### src/rtl/halt_seq_pkg.sv
package halt_seq_pkg;
  typedef enum logic [2:0] {
    ST_RUN    = 3'd0,
    ST_DRAIN  = 3'd1,
    ST_HALT   = 3'd2,
    ST_OSCUP  = 3'd3,
    ST_LOCK   = 3'd4,
    ST_RESUME = 3'd5
  } seq_state_t;

  function automatic int max_of(input int a, input int b);
    return (a > b) ? a : b;
  endfunction
endpackage

### src/rtl/halt_wake_sync.sv
module halt_wake_sync #(
  parameter int STAGES = 2
) (
  input  logic clk,
  input  logic rst_n,
  input  logic pin_async,
  output logic pin_sync
);
  logic [STAGES-1:0] chain;

  generate
    for (genvar g = 0; g < STAGES; g++) begin : g_stage
      if (g == 0) begin : g_first
        always_ff @(posedge clk or negedge rst_n) begin
          if (!rst_n) chain[0] <= 1'b1;
          else        chain[0] <= pin_async;
        end
      end else begin : g_next
        always_ff @(posedge clk or negedge rst_n) begin
          if (!rst_n) chain[g] <= 1'b1;
          else        chain[g] <= chain[g-1];
        end
      end
    end
  endgenerate

  assign pin_sync = chain[STAGES-1];
endmodule

### src/rtl/halt_span_cnt.sv
module halt_span_cnt #(
  parameter int MAXV = 1024,
  localparam int W = $clog2(MAXV + 1)
) (
  input  logic         clk,
  input  logic         rst_n,
  input  logic         clr,
  output logic [W-1:0] count
);
  localparam logic [W-1:0] TOP = W'(MAXV);

  always_ff @(posedge clk or negedge rst_n) begin
    if (!rst_n)           count <= '0;
    else if (clr)         count <= '0;
    else if (count != TOP) count <= count + 1'b1;
  end
endmodule

### src/rtl/halt_seq_ctrl.sv
module halt_seq_ctrl
  import halt_seq_pkg::*;
#(
  parameter int DRAIN_CYC     = 32,
  parameter int LOCK_CYC      = 131072,
  parameter int OSC_START_CYC = 16,
  parameter int RES_RAM_CYC   = 35,
  parameter int RES_FLASH_CYC = 1125,
  parameter int SYNC_STAGES   = 2
) (
  input  logic clk,
  input  logic rst_n,
  input  logic idle_req,
  input  logic wake_n,
  input  logic boot_flash,
  input  logic xtal_src,
  output logic core_clk_en,
  output logic periph_clk_en,
  output logic pll_en,
  output logic osc_en,
  output logic halted,
  output logic resume_pulse
);
  localparam int MIN_LOW = OSC_START_CYC + 2;
  localparam int CNT_MAX = max_of(max_of(DRAIN_CYC, LOCK_CYC),
                                  max_of(max_of(RES_RAM_CYC, RES_FLASH_CYC), MIN_LOW));
  localparam int CNT_W   = $clog2(CNT_MAX + 1);

  localparam logic [CNT_W-1:0] DRAIN_LAST = CNT_W'(DRAIN_CYC - 1);
  localparam logic [CNT_W-1:0] LOCK_LAST  = CNT_W'(LOCK_CYC - 1);
  localparam logic [CNT_W-1:0] LOW_OK     = CNT_W'(MIN_LOW - 1);
  localparam logic [CNT_W-1:0] RAM_LAST   = CNT_W'(RES_RAM_CYC - 1);
  localparam logic [CNT_W-1:0] FLASH_LAST = CNT_W'(RES_FLASH_CYC - 1);

  seq_state_t       state, state_nx;
  logic [CNT_W-1:0] span;
  logic             wake_s;
  logic             flash_sel;
  logic             res_last;

  halt_wake_sync #(.STAGES(SYNC_STAGES)) u_sync (
    .clk       (clk),
    .rst_n     (rst_n),
    .pin_async (wake_n),
    .pin_sync  (wake_s)
  );

  halt_span_cnt #(.MAXV(CNT_MAX)) u_span (
    .clk   (clk),
    .rst_n (rst_n),
    .clr   (state_nx != state),
    .count (span)
  );

  assign res_last = (state == ST_RESUME) &&
                    (span == (flash_sel ? FLASH_LAST : RAM_LAST));

  always_comb begin
    state_nx = state;
    unique case (state)
      ST_RUN:    if (idle_req) state_nx = ST_DRAIN;
      ST_DRAIN:  if (span == DRAIN_LAST) state_nx = ST_HALT;
      ST_HALT:   if (!wake_s) state_nx = ST_OSCUP;
      ST_OSCUP:  if (wake_s) state_nx = (span >= LOW_OK) ? ST_LOCK : ST_HALT;
      ST_LOCK:   if (span == LOCK_LAST) state_nx = ST_RESUME;
      ST_RESUME: if (res_last) state_nx = ST_RUN;
      default:   state_nx = ST_RUN;
    endcase
  end

  always_ff @(posedge clk or negedge rst_n) begin
    if (!rst_n) begin
      state     <= ST_RUN;
      flash_sel <= 1'b0;
    end else begin
      state <= state_nx;
      if (state == ST_LOCK && state_nx == ST_RESUME) flash_sel <= boot_flash;
    end
  end

  always_comb begin
    core_clk_en   = 1'b1;
    periph_clk_en = 1'b1;
    pll_en        = 1'b1;
    osc_en        = 1'b1;
    halted        = 1'b0;
    unique case (state)
      ST_RUN, ST_DRAIN: ;
      ST_HALT: begin
        core_clk_en   = 1'b0;
        periph_clk_en = 1'b0;
        pll_en        = 1'b0;
        osc_en        = !xtal_src;
        halted        = 1'b1;
      end
      ST_OSCUP: begin
        core_clk_en   = 1'b0;
        periph_clk_en = 1'b0;
        pll_en        = 1'b0;
        halted        = 1'b1;
      end
      ST_LOCK: begin
        core_clk_en   = 1'b0;
        periph_clk_en = 1'b0;
        halted        = 1'b1;
      end
      ST_RESUME: halted = 1'b1;
      default: ;
    endcase
  end

  assign resume_pulse = res_last;
endmodule

### config.mk
export PLATFORM = sky130hd
export DESIGN_NAME = halt_seq_ctrl
export DESIGN_NICKNAME = d
export VERILOG_FILES = /design/src/rtl/halt_seq_pkg.sv /design/src/rtl/halt_wake_sync.sv /design/src/rtl/halt_span_cnt.sv /design/src/rtl/halt_seq_ctrl.sv
export SDC_FILE = /design/constraint.sdc
export NUM_CORES = 1
export LEC_CHECK = 0
export CAP_MARGIN = 20
export CELL_PAD_IN_SITES_DETAIL_PLACEMENT = 0
export CELL_PAD_IN_SITES_GLOBAL_PLACEMENT = 1
export CORE_MARGIN = 1.5
export CORE_UTILIZATION = 44
export DETAILED_ROUTE_END_ITERATION = 10
export GPL_ROUTABILITY_DRIVEN = 0
export PLACE_DENSITY_LB_ADDON = 0.1
export RECOVER_POWER = 50
export SETUP_SLACK_MARGIN = 0.2
export SLEW_MARGIN = 10
export SYNTH_ARGS = -nofsm -noshare
export SYNTH_HDL_FRONTEND = slang
export SYNTH_SLANG_ARGS = --single-unit
### constraint.sdc
create_clock -name clk -period 2.8 [get_ports clk]
set_input_delay 0.42 -clock clk [delete_from_list [all_inputs] [get_ports clk]]
set_output_delay 0.42 -clock clk [all_outputs]
set_load 0.005 [all_outputs]
After elaboration in Yosys (flattened, before gate mapping)
Index checks and enable logic that the tools add are counted.
- output and inout bits: 6
- bits of input ports: 6
- bits in registers: 24
- add/subtract/negate cells: 1
- reductions and logical operators: 8
- eq/ne operators: 11
- order comparisons: 1
- muxes and demuxes: 15
- operators by type and width (kind ; number):
    18-bit 2-to-1 mux ; 2
    3-bit 2-to-1 mux ; 7
    18-bit by 1-bit adder with 18-bit output, second input constant ; 1
    18-bit by 11-bit equality test with 1-bit output ; 1
    18-bit by 17-bit equality test with 1-bit output, second input constant ; 1
    18-bit by 5-bit equality test with 1-bit output, second input constant ; 1
    18-bit by 5-bit greater-or-equal comparator with 1-bit output, second input constant ; 1
    18-bit != test, second input constant ; 1
    3-bit one-hot mux with 6 select lines ; 1
    11-bit 2-to-1 mux ; 1
    3-bit equality test, second input constant ; 3
    3-bit by 2-bit equality test with 1-bit output, second input constant ; 2
    1-bit 2-to-1 mux ; 4
    4-bit OR reduction ; 1
    3-bit by 1-bit equality test with 1-bit output, second input constant ; 1
    3-bit zero test ; 1
    3-bit != test ; 1
    3-bit OR reduction ; 1
    1-bit logical AND ; 2
    2-bit nonzero test ; 1
    2-bit OR reduction ; 1
    1-bit zero test ; 1

Depth between registers and ports, before layout
- word-level depth: 7
- gate-level depth with buffers: 9

Cells and area by module
A second synthesis with hierarchy kept.
- cell total of the unflattened synthesis: 174
- area total of the unflattened synthesis: 1571.5 um^2
- by module, submodules not included (module ; cells an instance ; sequential area each (um^2) ; instances ; area an instance (um^2)):
    halt_span_cnt ; 104 ; 450.4 ; 1 ; 984.7
    halt_seq_ctrl ; 68 ; 100.1 ; 1 ; 534.3
    halt_wake_sync ; 2 ; 52.6 ; 1 ; 52.6

Worst setup path after synthesis
Ideal clock, no wire load.
- path kind: reg2reg
- from: register u_span.count[0]
- to: register u_span.count[9]
- period minus slack after synthesis: 2.008 ns
- buffers on the path: 3
- stages on the path, launching flop included: 10
- setup time: 0.119 ns
- data arrival time: 1.889 ns
- path slack: 0.792 ns
- required time: 2.681 ns
- cells stage by stage: dfrtp_1 -> ha_1 -> nand4_1 -> or3_1 -> buf_2 -> nor4_4 -> a311o_2 -> buf_6 -> buf_8 -> nor2_1
- cells in the longest elaborated chain, start to end: 6
- elaborated cells on any way between the ends: 17
- ends and longest elaborated chain (element ; RTL line ; RTL):
    start, declared ; halt_span_cnt.sv:8 ; output logic [W-1:0] count
    start signal, assigned ; halt_span_cnt.sv:15 ; else if (count != TOP) count <= count + 1'b1;
    18-bit by 5-bit greater-or-equal comparator with 1-bit output / 18-bit by 11-bit equality test with 1-bit output (equally long branches) ; halt_seq_ctrl.sv:64, halt_seq_ctrl.sv:56 ;
    3-bit 2-to-1 mux / 1-bit logical AND (equally long branches) ; halt_seq_ctrl.sv:64, halt_seq_ctrl.sv:55 ;
    3-bit 2-to-1 mux, on equally long branches ; halt_seq_ctrl.sv:64, halt_seq_ctrl.sv:66 ;
    3-bit one-hot mux with 6 select lines ; halt_seq_ctrl.sv:60 ; unique case (state)
    3-bit != test ; halt_seq_ctrl.sv:51 ; .clr (state_nx != state),
    18-bit 2-to-1 mux / 2-bit nonzero test (equally long branches) ; -- ;
Several ways; a longest one is shown, not always the timed one. The select of a mux whose other input is x is not followed.
A chain may end at the register's enable or synchronous reset.

Final worst setup path
- from: register u_span.count[2]
- to: output port resume_pulse
- cells in the longest elaborated chain, start to end: 2
- ends and longest elaborated chain (element ; RTL line ; RTL):
    18-bit by 11-bit equality test with 1-bit output ; halt_seq_ctrl.sv:56 ; (span == (flash_sel ? FLASH_LAST : RAM_LAST));
    1-bit logical AND ; halt_seq_ctrl.sv:55 ; assign res_last = (state == ST_RESUME) &&
    end, declared ; halt_seq_ctrl.sv:22 ; output logic resume_pulse
No other way between the ends.

==> impl_metrics.json <==
{
  "dp_cells": 207,
  "outcome": "complete, no violations",
  "cts-root-buf": "clkbuf_4",
  "cts_sinks": 24,
  "dp_slack_ns": 0.4653,
  "worst_pin_slew_ns": 1.273,
  "path_cells": "or4_1, mux2i_1, nand4_1, nor2_1, dlygate4sd2_1",
  "timing_worst_setup_path_type": "flip-flop to output pin",
  "powerDensity_nw_per_um2": 393.9,
  "crit_slowest_cell": "or4_1",
  "drt-total-wl_mm": 3.011,
  "io_buffer_count": 11,
  "syn_to_final_growth_pct": 10.24,
  "required_ns": 2.38,
  "setup_ws_ns": 0.4483,
  "cp_top_family": "simple AND/OR/NAND/NOR gates",
  "synth.top_cell.area_share": 0.3787,
  "setup.worst_path.end": "resume_pulse",
  "hold_viol": 0,
  "clk_pin_slew_worst_paths_ns": 0.14,
  "path_depth": 5,
  "final_cell_area_um2": 1603,
  "routedWlPerCell_um": 14.14,
  "diodes": 0,
  "yosysSeqAreaShare": 0.4148,
  "hold_buffers": 0,
  "reg2reg_depth": 6,
  "fmax_mhz": 425.2,
  "hold_class": "flip-flop to flip-flop",
  "die_h_um": 60.49,
  "grt_pass1_vias": 1114,
  "reg2reg_from": "u_span.count[0]",
  "critPathBufInv": 1,
  "finish.utilization": 0.5165,
  "detailed_place_hpwl_mm": 2.179,
  "synth_fp_nets": 170,
  "power_mw": 0.6313,
  "syn_area_per_cell_um2": 9.087,
  "arrival_ns": 1.93,
  "pin_count": 12,
  "r2r_end": "u_span.count[11]",
  "initial_utilization": 0.4685,
  "critPathMaxFanout": 2,
  "fin_skew_ns": 0.006402,
  "post-route-min-period_ns": 2.352,
  "vias": 1172,
  "relSlewSlack": 0.1515,
  "htree_levels": 1,
  "grt.overflow.total": 0,
  "drtIter0Drc": 71,
  "cts_buffers": 3,
  "cap_violations": 0,
  "rsz0062_at_grt": "false",
  "synth_area_leaders": "dfrtp_1 (38%), nor2_1 (7.2%), xnor2_1 (4.8%), xor2_1 (4.8%), nand4_1 (3.9%)",
  "instances_no_fill": 213,
  "ant_nets": 0,
  "nNetsFinal": 180,
  "synthCells": 160,
  "synth_flop_cell": "dfrtp_1",
  "post-route-period-util": 0.8399,
  "cts_tree": "built",
  "crit_start": "u_span.count[2]",
  "r2r_slack_ns": 0.48,
  "synth-edff-count": 0,
  "synth_top_area_cell": "dfrtp_1",
  "fin_tns_setup_ns": 0,
  "crit_path_start_kind": "flip-flop",
  "worstSetupEndpointType": "output pin",
  "grt_max_degree": 25,
  "drcViolationCount": 0,
  "antenna_found_initial": 0,
  "synth_area_um2": 1454,
  "async_flop_share": 1.000,
  "num_rows": 20,
  "power.leakage_nw": 0.6817,
  "slew_viol_final": 0,
  "layout-drive-gt1-share": 0.07692,
  "insertion_delay_ns": 0.32,
  "dieArea_um2": 3658,
  "ys_types": 36,
  "yosysWarningCount": 0,
  "finalSetupViolCount": 0,
  "grt_pass1_wl_mm": 5.119,
  "coreArea_um2": 3103,
  "placed_area_um2": 1558,
  "slowest_delay_ns": 0.51,
  "ys_seq_elements": 24,
  "post_drt_via_cell_ratio": 5.502,
  "fin_hold_ws_ns": 0.3679,
  "track_usage": 0.1879,
  "first_pass_iters": 4,
  "clockBufferDepth": 2,
  "die_w_um": 60.49,
  "ir_drop_v": 0.0001934
}
-- final cells by class --
type / instances / area [um^2]
Clock buffer: 4 / 36.28
Fill cell: 325 / 1500
Inverter: 5 / 18.77
Multi-Input combinational cell: 122 / 763.2
Sequential cell: 24 / 605.6
Tap cell: 44 / 55.05
Timing Repair Buffer: 14 / 123.9
-- flip-flops by register name, summed over array words and instances (netlist names) --
name,count
flash_sel,1
u_span.count,18
state,3
u_sync.pin_sync,1
u_sync.chain,1
-- worst min path at each step --
stage               slack, ns       startpoint  depth (start not counted)         endpoint
finish                   0.37  u_sync.chain[0]                          0  u_sync.pin_sync
global route             0.37  u_sync.chain[0]                          0  u_sync.pin_sync
CTS                      0.37  u_sync.chain[0]                          0  u_sync.pin_sync
detailed placement       0.35  u_sync.chain[0]                          0  u_sync.pin_sync
global placement         0.35  u_sync.chain[0]                          0  u_sync.pin_sync
floorplan                0.12            rst_n                          0        flash_sel
-- routing by layer --
metal | GRT usage | routed length (um) | share of wire | up-vias
li1 | - | - | - | 566
met1 | 0.2537 | 1521 | 0.51 | 578
met2 | 0.3043 | 1352 | 0.45 | 21
met3 | 0.02985 | 84 | 0.028 | 7
met4 | 0.07453 | 53 | 0.018 | 0
met5 | 0 | 0 | 0 | -
-- timing repair --
action | in CTS | in global routing
gates resized for setup | 3 | 0
setup buffers | 2 | 0
setup endpoints to repair | 1 | 0
-- where the power goes --
group          switching, mW  internal (mW)  total (mW)
registers             0.0109          0.357       0.368
clock network          0.107         0.0795       0.186
logic                 0.0422         0.0349      0.0771
-- cells in the final DEF (no fill, tap or decap), drive strengths merged, types with 4 or more instances in the layout --
| cell type | n |
|---|---|
| xnor2 | 8 |
| xor2 | 8 |
| and3 | 5 |
| dfrtp | 22 |
| clkdlybuf4s50 | 8 |
| nand2 | 13 |
| nand4 | 9 |
| clkbuf | 6 |
| ha | 4 |
| nor4 | 4 |
| inv | 5 |
| a21oi | 4 |
| nor3 | 5 |
| nor2 | 28 |
| nor2b | 4 |
-- Yosys cell counts (3+ instances only) --
cell type,count
dfrtp_1,22
nand2b_1,3
buf_2,4
nor4_1,3
and4_1,3
nor2b_1,4
xor2_1,8
ha_1,4
or3_1,3
inv_1,5
nor2_1,28
nand4_1,9
nand3_1,3
nor3_1,5
a21oi_1,4
o21ai_0,3
xnor2_1,8
and3_1,5
nand2_1,13
-- cell families after synthesis --
family	after synthesis	share of synthesized area
XOR/XNOR	16	0.09639
buffers and inverters	14	0.06024
multiplexers	3	0.02151
flip-flops	24	0.4148
AO/OA/AOI/OAI	13	0.05766
AND/OR/NAND/NOR	86	0.3150
adder cells (fa/ha/maj)	4	0.03442
Power figures use the tool's default switching activity.
